<file path="src/rtl/ring_svc_pkg.sv">
package ring_svc_pkg;

  // Width of the client index field for a given client count.
  function automatic int id_width(input int n);
    return (n > 1) ? $clog2(n) : 1;
  endfunction

endpackage

</file>
<file path="src/rtl/ring_req_stop.sv">
module ring_req_stop #(
  parameter int ID_W   = 2,
  parameter int DATA_W = 16,
  parameter int MY_ID  = 0
) (
  input  logic              clk,
  input  logic              rst,
  input  logic              up_valid,
  input  logic [ID_W-1:0]   up_id,
  input  logic [DATA_W-1:0] up_data,
  output logic              up_ready,
  input  logic              loc_valid,
  input  logic [DATA_W-1:0] loc_data,
  output logic              loc_ready,
  output logic              dn_valid,
  output logic [ID_W-1:0]   dn_id,
  output logic [DATA_W-1:0] dn_data,
  input  logic              dn_ready
);

  localparam logic [ID_W-1:0] OWN_TAG = ID_W'(MY_ID);

  logic              full_q;
  logic [ID_W-1:0]   id_q;
  logic [DATA_W-1:0] data_q;
  logic              can_load;

  assign can_load  = !full_q || dn_ready;
  assign up_ready  = can_load;
  // in-flight traffic wins over a new local injection
  assign loc_ready = can_load && !up_valid;

  always_ff @(posedge clk) begin
    if (rst) begin
      full_q <= 1'b0;
    end else if (can_load) begin
      full_q <= up_valid || loc_valid;
    end
  end

  always_ff @(posedge clk) begin
    if (can_load) begin
      if (up_valid) begin
        id_q   <= up_id;
        data_q <= up_data;
      end else begin
        id_q   <= OWN_TAG;
        data_q <= loc_data;
      end
    end
  end

  assign dn_valid = full_q;
  assign dn_id    = id_q;
  assign dn_data  = data_q;

  // a stalled hop keeps its item
  a_r8_hold_stalled: assert property (@(posedge clk) disable iff (rst)
    (dn_valid && !dn_ready) |=> (dn_valid && $stable(dn_id) && $stable(dn_data)));

  // a local injection is tagged with this stop's index
  a_r2_local_tag: assert property (@(posedge clk) disable iff (rst)
    (loc_valid && loc_ready) |=> (dn_valid && dn_id == OWN_TAG && dn_data == $past(loc_data)));

  // an upstream item taken by this stop is the one presented next cycle
  a_r4_ring_first: assert property (@(posedge clk) disable iff (rst)
    (up_valid && up_ready) |=> (dn_valid && dn_id == $past(up_id) && dn_data == $past(up_data)));

endmodule

</file>
<file path="src/rtl/ring_rsp_stop.sv">
module ring_rsp_stop #(
  parameter int ID_W   = 2,
  parameter int DATA_W = 16,
  parameter int MY_ID  = 0
) (
  input  logic              clk,
  input  logic              rst,
  input  logic              up_valid,
  input  logic [ID_W-1:0]   up_id,
  input  logic [DATA_W-1:0] up_data,
  output logic              up_ready,
  output logic              loc_valid,
  output logic [DATA_W-1:0] loc_data,
  input  logic              loc_ready,
  output logic              dn_valid,
  output logic [ID_W-1:0]   dn_id,
  output logic [DATA_W-1:0] dn_data,
  input  logic              dn_ready
);

  localparam logic [ID_W-1:0] OWN_TAG = ID_W'(MY_ID);

  logic              full_q;
  logic              hit_q;
  logic [ID_W-1:0]   id_q;
  logic [DATA_W-1:0] data_q;
  logic              drain;
  logic              can_load;

  assign drain    = full_q && (hit_q ? loc_ready : dn_ready);
  assign can_load = !full_q || drain;
  assign up_ready = can_load;

  always_ff @(posedge clk) begin
    if (rst) begin
      full_q <= 1'b0;
    end else if (can_load) begin
      full_q <= up_valid;
    end
  end

  // match is resolved on entry so the outputs come straight from flops
  always_ff @(posedge clk) begin
    if (can_load) begin
      hit_q  <= (up_id == OWN_TAG);
      id_q   <= up_id;
      data_q <= up_data;
    end
  end

  assign loc_valid = full_q && hit_q;
  assign loc_data  = data_q;
  assign dn_valid  = full_q && !hit_q;
  assign dn_id     = id_q;
  assign dn_data   = data_q;

  // a response waiting on its client stays put
  a_r6_local_stall: assert property (@(posedge clk) disable iff (rst)
    (loc_valid && !loc_ready) |=> (loc_valid && $stable(loc_data)));

  // a forwarded response waiting downstream stays put
  a_r6_fwd_stall: assert property (@(posedge clk) disable iff (rst)
    (dn_valid && !dn_ready) |=> (dn_valid && $stable(dn_id) && $stable(dn_data)));

  // a foreign response taken in is never offered locally
  a_r5_foreign_passes: assert property (@(posedge clk) disable iff (rst)
    (up_valid && up_ready && up_id != OWN_TAG) |=> (!loc_valid && dn_valid));

endmodule

</file>
<file path="src/rtl/ring_svc_top.sv">
module ring_svc_top
  import ring_svc_pkg::*;
#(
  parameter int NUM_CLIENTS = 4,
  parameter int DATA_W      = 16,
  parameter int ID_W        = id_width(NUM_CLIENTS)
) (
  input  logic                          clk,
  input  logic                          rst,
  input  logic [NUM_CLIENTS-1:0]        cli_req_valid,
  input  logic [NUM_CLIENTS*DATA_W-1:0] cli_req_data,
  output logic [NUM_CLIENTS-1:0]        cli_req_ready,
  output logic [NUM_CLIENTS-1:0]        cli_rsp_valid,
  output logic [NUM_CLIENTS*DATA_W-1:0] cli_rsp_data,
  input  logic [NUM_CLIENTS-1:0]        cli_rsp_ready,
  output logic                          srv_req_valid,
  output logic [ID_W-1:0]               srv_req_id,
  output logic [DATA_W-1:0]             srv_req_data,
  input  logic                          srv_req_ready,
  input  logic                          srv_rsp_valid,
  input  logic [ID_W-1:0]               srv_rsp_id,
  input  logic [DATA_W-1:0]             srv_rsp_data,
  output logic                          srv_rsp_ready
);

  localparam int HOPS = NUM_CLIENTS + 1;

  // outbound chain: index k feeds stop k, index NUM_CLIENTS is the server
  logic              q_v [HOPS];
  logic [ID_W-1:0]   q_id[HOPS];
  logic [DATA_W-1:0] q_d [HOPS];
  logic              q_r [HOPS];

  // return chain: index 0 is the server, stop k drives index k+1
  logic              p_v [HOPS];
  logic [ID_W-1:0]   p_id[HOPS];
  logic [DATA_W-1:0] p_d [HOPS];
  logic              p_r [HOPS];

  assign q_v[0]  = 1'b0;
  assign q_id[0] = '0;
  assign q_d[0]  = '0;
  assign q_r[NUM_CLIENTS] = srv_req_ready;

  assign srv_req_valid = q_v[NUM_CLIENTS];
  assign srv_req_id    = q_id[NUM_CLIENTS];
  assign srv_req_data  = q_d[NUM_CLIENTS];

  assign p_v[0]        = srv_rsp_valid;
  assign p_id[0]       = srv_rsp_id;
  assign p_d[0]        = srv_rsp_data;
  assign srv_rsp_ready = p_r[0];
  // nothing may leave the far end of the return chain
  assign p_r[NUM_CLIENTS] = 1'b0;

  logic unused_ends;
  assign unused_ends = ^{q_r[0], p_v[NUM_CLIENTS], p_id[NUM_CLIENTS], p_d[NUM_CLIENTS]};

  for (genvar k = 0; k < NUM_CLIENTS; k++) begin : g_stop
    ring_req_stop #(
      .ID_W  (ID_W),
      .DATA_W(DATA_W),
      .MY_ID (k)
    ) u_req (
      .clk      (clk),
      .rst      (rst),
      .up_valid (q_v[k]),
      .up_id    (q_id[k]),
      .up_data  (q_d[k]),
      .up_ready (q_r[k]),
      .loc_valid(cli_req_valid[k]),
      .loc_data (cli_req_data[k*DATA_W +: DATA_W]),
      .loc_ready(cli_req_ready[k]),
      .dn_valid (q_v[k+1]),
      .dn_id    (q_id[k+1]),
      .dn_data  (q_d[k+1]),
      .dn_ready (q_r[k+1])
    );

    ring_rsp_stop #(
      .ID_W  (ID_W),
      .DATA_W(DATA_W),
      .MY_ID (k)
    ) u_rsp (
      .clk      (clk),
      .rst      (rst),
      .up_valid (p_v[k]),
      .up_id    (p_id[k]),
      .up_data  (p_d[k]),
      .up_ready (p_r[k]),
      .loc_valid(cli_rsp_valid[k]),
      .loc_data (cli_rsp_data[k*DATA_W +: DATA_W]),
      .loc_ready(cli_rsp_ready[k]),
      .dn_valid (p_v[k+1]),
      .dn_id    (p_id[k+1]),
      .dn_data  (p_d[k+1]),
      .dn_ready (p_r[k+1])
    );
  end

  // the server only addresses clients that exist
  a_r5_id_range: assert property (@(posedge clk) disable iff (rst)
    srv_rsp_valid |-> ({1'b0, srv_rsp_id} < (ID_W+1)'(NUM_CLIENTS)));

endmodule

</file>
<file path="config.mk">
export PLATFORM = sky130hd
export DESIGN_NAME = ring_svc_top
export DESIGN_NICKNAME = d
export VERILOG_FILES = /design/src/rtl/ring_svc_pkg.sv /design/src/rtl/ring_req_stop.sv /design/src/rtl/ring_rsp_stop.sv /design/src/rtl/ring_svc_top.sv
export SDC_FILE = /design/constraint.sdc
export NUM_CORES = 1
export LEC_CHECK = 0
export ABC_CLOCK_PERIOD_IN_PS = 7300
export BUFFER_PORTS_ARGS = -buffer_cell sky130_fd_sc_hd__buf_2
export CORE_AREA = 2 2 107 109
export DETAILED_ROUTE_END_ITERATION = 10
export DIE_AREA = 0 0 109 111
export PLACE_DENSITY = 0.79
export SYNTH_ARGS = -nofsm -noshare
export SYNTH_HDL_FRONTEND = slang
export SYNTH_SLANG_ARGS = --single-unit
</file>
<file path="constraint.sdc">
create_clock -name clk -period 7.3 [get_ports clk]
set_clock_uncertainty 0.05 [all_clocks]
set_input_delay 0.365 -clock clk [delete_from_list [all_inputs] [get_ports clk]]
set_output_delay 0.365 -clock clk [all_outputs]
set_load 0.05 [all_outputs]
</file>
Yosys cells after proc, flatten, opt, wreduce, memory -nomap -nowiden. Index checks and enable logic that the tools add are counted.

Input bits: 94. Flip-flop bits (word level): 151.

Mux-type cells: 7. Reductions and logical operators: 37. Eq/ne operators: 3.

Operator list (number): $mux 16 (3); $logic_and 1x1->1 (14); $logic_not 1->1 (11); $logic_or 1x1->1 (11); $eq 2x2->1 const B (2); $mux 1 (4); $eq 2x1->1 const B (1); $logic_not 2->1 (1).

Depth between registers and ports, before layout.
Word-level depth: 12. Mapped depth: 4.

Cells and area by module. Synthesis repeated with hierarchy kept, for this count alone.

Cells, all modules: 349. Area total of the unflattened synthesis: 6497.5 sq um.

Modules (own cells, without submodules): ring_req_stop (area each 857.1 sq um, cells each 43, sequential area each 560.5 sq um, times used 4); ring_rsp_stop (g_stop[1].u_rsp ...) (area each 767.0 sq um, cells each 44, sequential area each 590.6 sq um, times used 3); ring_rsp_stop (g_stop[0].u_rsp) (area each 764.5 sq um, cells each 44, sequential area each 590.6 sq um, times used 1); ring_svc_top (area each 3.8 sq um, cells each 1, sequential area each 0.0 sq um, times used 1).

Worst setup path after synthesis. OpenSTA, ideal clock, no wires.

Path type: in2reg. Start point: in cli_rsp_ready[3]. End point: reg g_stop[0].u_rsp.data_q[0] (enable). Data required time: 6805 ps. Arrival time: 2674 ps. Path buffers: 0. Setup slack: 4131 ps. Cell stages on the path: 3. Cell sequence: a21bo_4 o311ai_4 a31oi_1.

Longest elaborated chain between the ends: 12.

RTL lines: start: declaration (line ring_svc_top.sv:15) `input logic [NUM_CLIENTS-1:0] cli_rsp_ready,`; $mux 1 (line ring_rsp_stop.sv:30) `assign drain = full_q && (hit_q ? loc_ready : dn_ready);`; $logic_and 1x1->1 (line ring_rsp_stop.sv:30); $logic_or 1x1->1 (line ring_rsp_stop.sv:31) `assign can_load = !full_q || drain;`; $mux 1 (line ring_rsp_stop.sv:30); $logic_and 1x1->1 (line ring_rsp_stop.sv:30); $logic_or 1x1->1 (line ring_rsp_stop.sv:31); $mux 1 (line ring_rsp_stop.sv:30); $logic_and 1x1->1 (line ring_rsp_stop.sv:30); $logic_or 1x1->1 (line ring_rsp_stop.sv:31); $mux 1 (line ring_rsp_stop.sv:30); $logic_and 1x1->1 (line ring_rsp_stop.sv:30); $logic_or 1x1->1 (line ring_rsp_stop.sv:31); named net srv_rsp_ready (line ring_svc_top.sv:23) `output logic srv_rsp_ready`; end signal: assignment (line ring_rsp_stop.sv:47) `data_q <= up_data;`; end: declaration (line ring_rsp_stop.sv:26) `logic [DATA_W-1:0] data_q;`.

The timed path passes the listed nets, and every way through them passes these cells. A chain may end at the register's enable or synchronous reset.

Worst setup path in the final report.
Start point: reg g_stop[2].u_req.full_q. End point: out cli_req_ready[0].

Longest elaborated chain between the ends: 4.

RTL lines: start: declaration (line ring_req_stop.sv:23) `logic full_q;`; start signal: assignment (line ring_req_stop.sv:37) `full_q <= up_valid || loc_valid;`; $logic_not 1->1 (line ring_req_stop.sv:28) `assign can_load = !full_q || dn_ready;`; $logic_or 1x1->1 (3 in series) (line ring_req_stop.sv:28); end: declaration (line ring_svc_top.sv:12) `output logic [NUM_CLIENTS-1:0] cli_req_ready,`.

No other way between the ends.

==> flow_summary.ini <==
[drt]
drtIter0Drc = 159
wl_per_cell_um = 16.60
wl_mm = 10.12
firstDrtPassIters = 4
remaining_drc_errors = 0
ant_nets = 0
vias = 2915
routed_via_density = 4.779

[run]
drv_cap = 0

[clocking]
insertion_delay_ns = 0.40
cts_buffer_depth = 2
post_cts_buffers = 0
cts_num_sinks = 151
ctsResizeCount = 0
htreeDepth = 4
root_buffer = clkbuf_16
hold_buffers = 0
numCtsBuffers = 17
cts_tree = built
clk_pin_slew_ns = 0.06

[timing]
setup_viol = 0
period_needed_ns = 2.999
finalHoldViolations = 0
setup_tns_ns = 0
worstMarginPinSlew_ns = 0.8514
rsz0062_at_grt = no
min_period_over_period = 0.4108
slew_violations = 0
max_clock_freq_mhz = 333.5
maxSlewHeadroom = 0.4316

[placement]
port-buffer-count = 185
gp_congestion = 0.7380
hpwl_mm = 7.618
placed_cells = 577

[power_and_ir_drop]
leakage_uw = 0.002890
peakVddDrop_mv = 0.1922
powerDensity_nw_per_um2 = 304.8

[global_route]
grt_usage = 0.1751
grt_pass1_vias = 3028
grtUsageMet3 = 0.07231
grt_pass1_wl_mm = 15.44
met1_usage = 0.1868
met2_usage = 0.3081
grt_max_degree = 24
top_usage_layer = met2
grt-ovfl-total = 0
grt_antenna_before_repair = 1

[worst_setup_path]
path_delay_family = simple AND/OR/NAND/NOR gates
start_kind = flop
crit_cells = 3
worstPathCellList = and4b_1, nand2_1, buf_2
critPathMaxFanout = 23
worstPathArrival_ns = 2.58
worst-path-buf-inv = 1
r2r_cells = 2
cp-end-kind = output port
critPathKind = flop to output port
critical_path.max_stage_delay_ns = 0.88
cp_slowest_cell = dfxtp_1
required_ns = 6.88

[floorplanning]
initial_utilization = 0.4879
core_area_um2 = 11080
rows = 39
fp.dieW_um = 109
dieArea_um2 = 12100
io_pins = 186
dieHeight_um = 111

[logic_synthesis]
ys_ff_latch = 151
synth_area_leaders = edfxtp_1, mux2_2, dfxtp_1, buf_4, and2_1
synth_common_cells = edfxtp_1, mux2_2, buf_4, dfxtp_1
synthCells = 263
synth_largest_area_cell = edfxtp_1
synthFlopType = edfxtp_1
synth_edf_count = 143
ys_types = 27
synth_most_common_cell = edfxtp_1
yosys_warnings = 0
syn_area_um2 = 5404
synth.top_cell.area_share = 0.7946
syn_nets = 357
syn_area_per_cell_um2 = 20.55
ys_seq_area_frac = 0.8243
async_reset_ff_frac = 0

[finish]
fin_nets = 547
drive_above_1_share = 0.5837
ff_latch_area_um2 = 4454
multi_input_area_um2 = 839.6
fin_cells = 610
syn2layout_area_growth_pct = 29.87
fillers = 776

[worst_hold_path]
hp-class = primary input to flop
whs_path_depth = 1

[status]
outcome = completed
## layout make-up
| class | count | area share |
|---|---|---|
| multi-input combinational | 91 | 0.1196 |
| clock inverter | 15 | 0.02300 |
| antenna | 1 | 0.0003566 |
| tap | 143 | 0.02549 |
| timing repair buffer | 186 | 0.1330 |
| inverter | 6 | 0.003209 |
| clock buffer | 17 | 0.06062 |
| sequential | 151 | 0.6347 |
## metal layers
metal	routed length, um	vias to the layer above
met5	0	-
met4	37	0
met3	915	2
met2	5477	120
met1	3693	1398
li1	-	1395
## placed cells by master, fill, tap and decap left out, types with 2 or more instances in the layout
master,n
nor2_1,6
nand2_1,4
clkinvlp_4,3
clkbuf_16,17
inv_6,5
inv_1,6
edfxtp_1,143
inv_8,2
nor2b_1,5
buf_2,185
mux2_2,48
a21oi_1,4
nand2b_1,4
clkinv_4,3
nor3_1,2
dfxtp_1,8
and2_1,5
## path summary, 6_finish.rpt
path | from | to | slack, ns
worst max-delay path | g_stop[2].u_req.dn_valid | cli_req_ready[0] | 4.30
worst max register to register | g_stop[2].u_req.dn_valid | g_stop[0].u_req.dn_data[1] | 5.05
worst min register to register | g_stop[1].u_rsp.dn_id[1] | g_stop[2].u_rsp.dn_id[1] | 0.38
worst min-delay path | srv_rsp_data[9] | g_stop[0].u_rsp.dn_data[9] | 0.09
## power breakdown
part | total [uW] | internal, uW | switching, uW
sequential | 1050 | 1020 | 29.8
clock | 839 | 483 | 355
combinational | 249 | 71.0 | 178
## kinds of logic after synthesis
logic type | Yosys count | synth area share
flip-flops | 151 | 0.8243
AND/OR/NAND/NOR | 32 | 0.03450
buffers and inverters | 21 | 0.02153
multiplexers | 49 | 0.1019
AO/OA/AOI/OAI | 10 | 0.01783
## sequential cells by signal (all words and copies together) (netlist names)
signal	cells
g_stop.u_rsp.dn_id	6
g_stop.u_rsp.dn_data	64
g_stop.u_req.dn_valid	4
g_stop.u_rsp.full_q	4
g_stop.u_req.dn_id	5
g_stop.u_rsp.hit_q	4
g_stop.u_req.dn_data	64
## per-stage QoR
step	worst slack, ns	utilization	hold slack, ns	power (uW)	cell area (um^2)
4_1_cts	4.262	0.6333	0.06770	2163	7015
3_5_place_dp	4.704	0.5804	0.3758	1319	6429
6_report	4.301	0.6336	0.08540	2139	7018
5_1_grt	4.093	0.6333	0.05906	2216	7015
2_1_floorplan	4.131	-	0.3680	1246	5404
3_3_place_gp	4.855	0.5804	0.3742	1312	6429
Note: power is estimated with default switching activity, not from simulation.
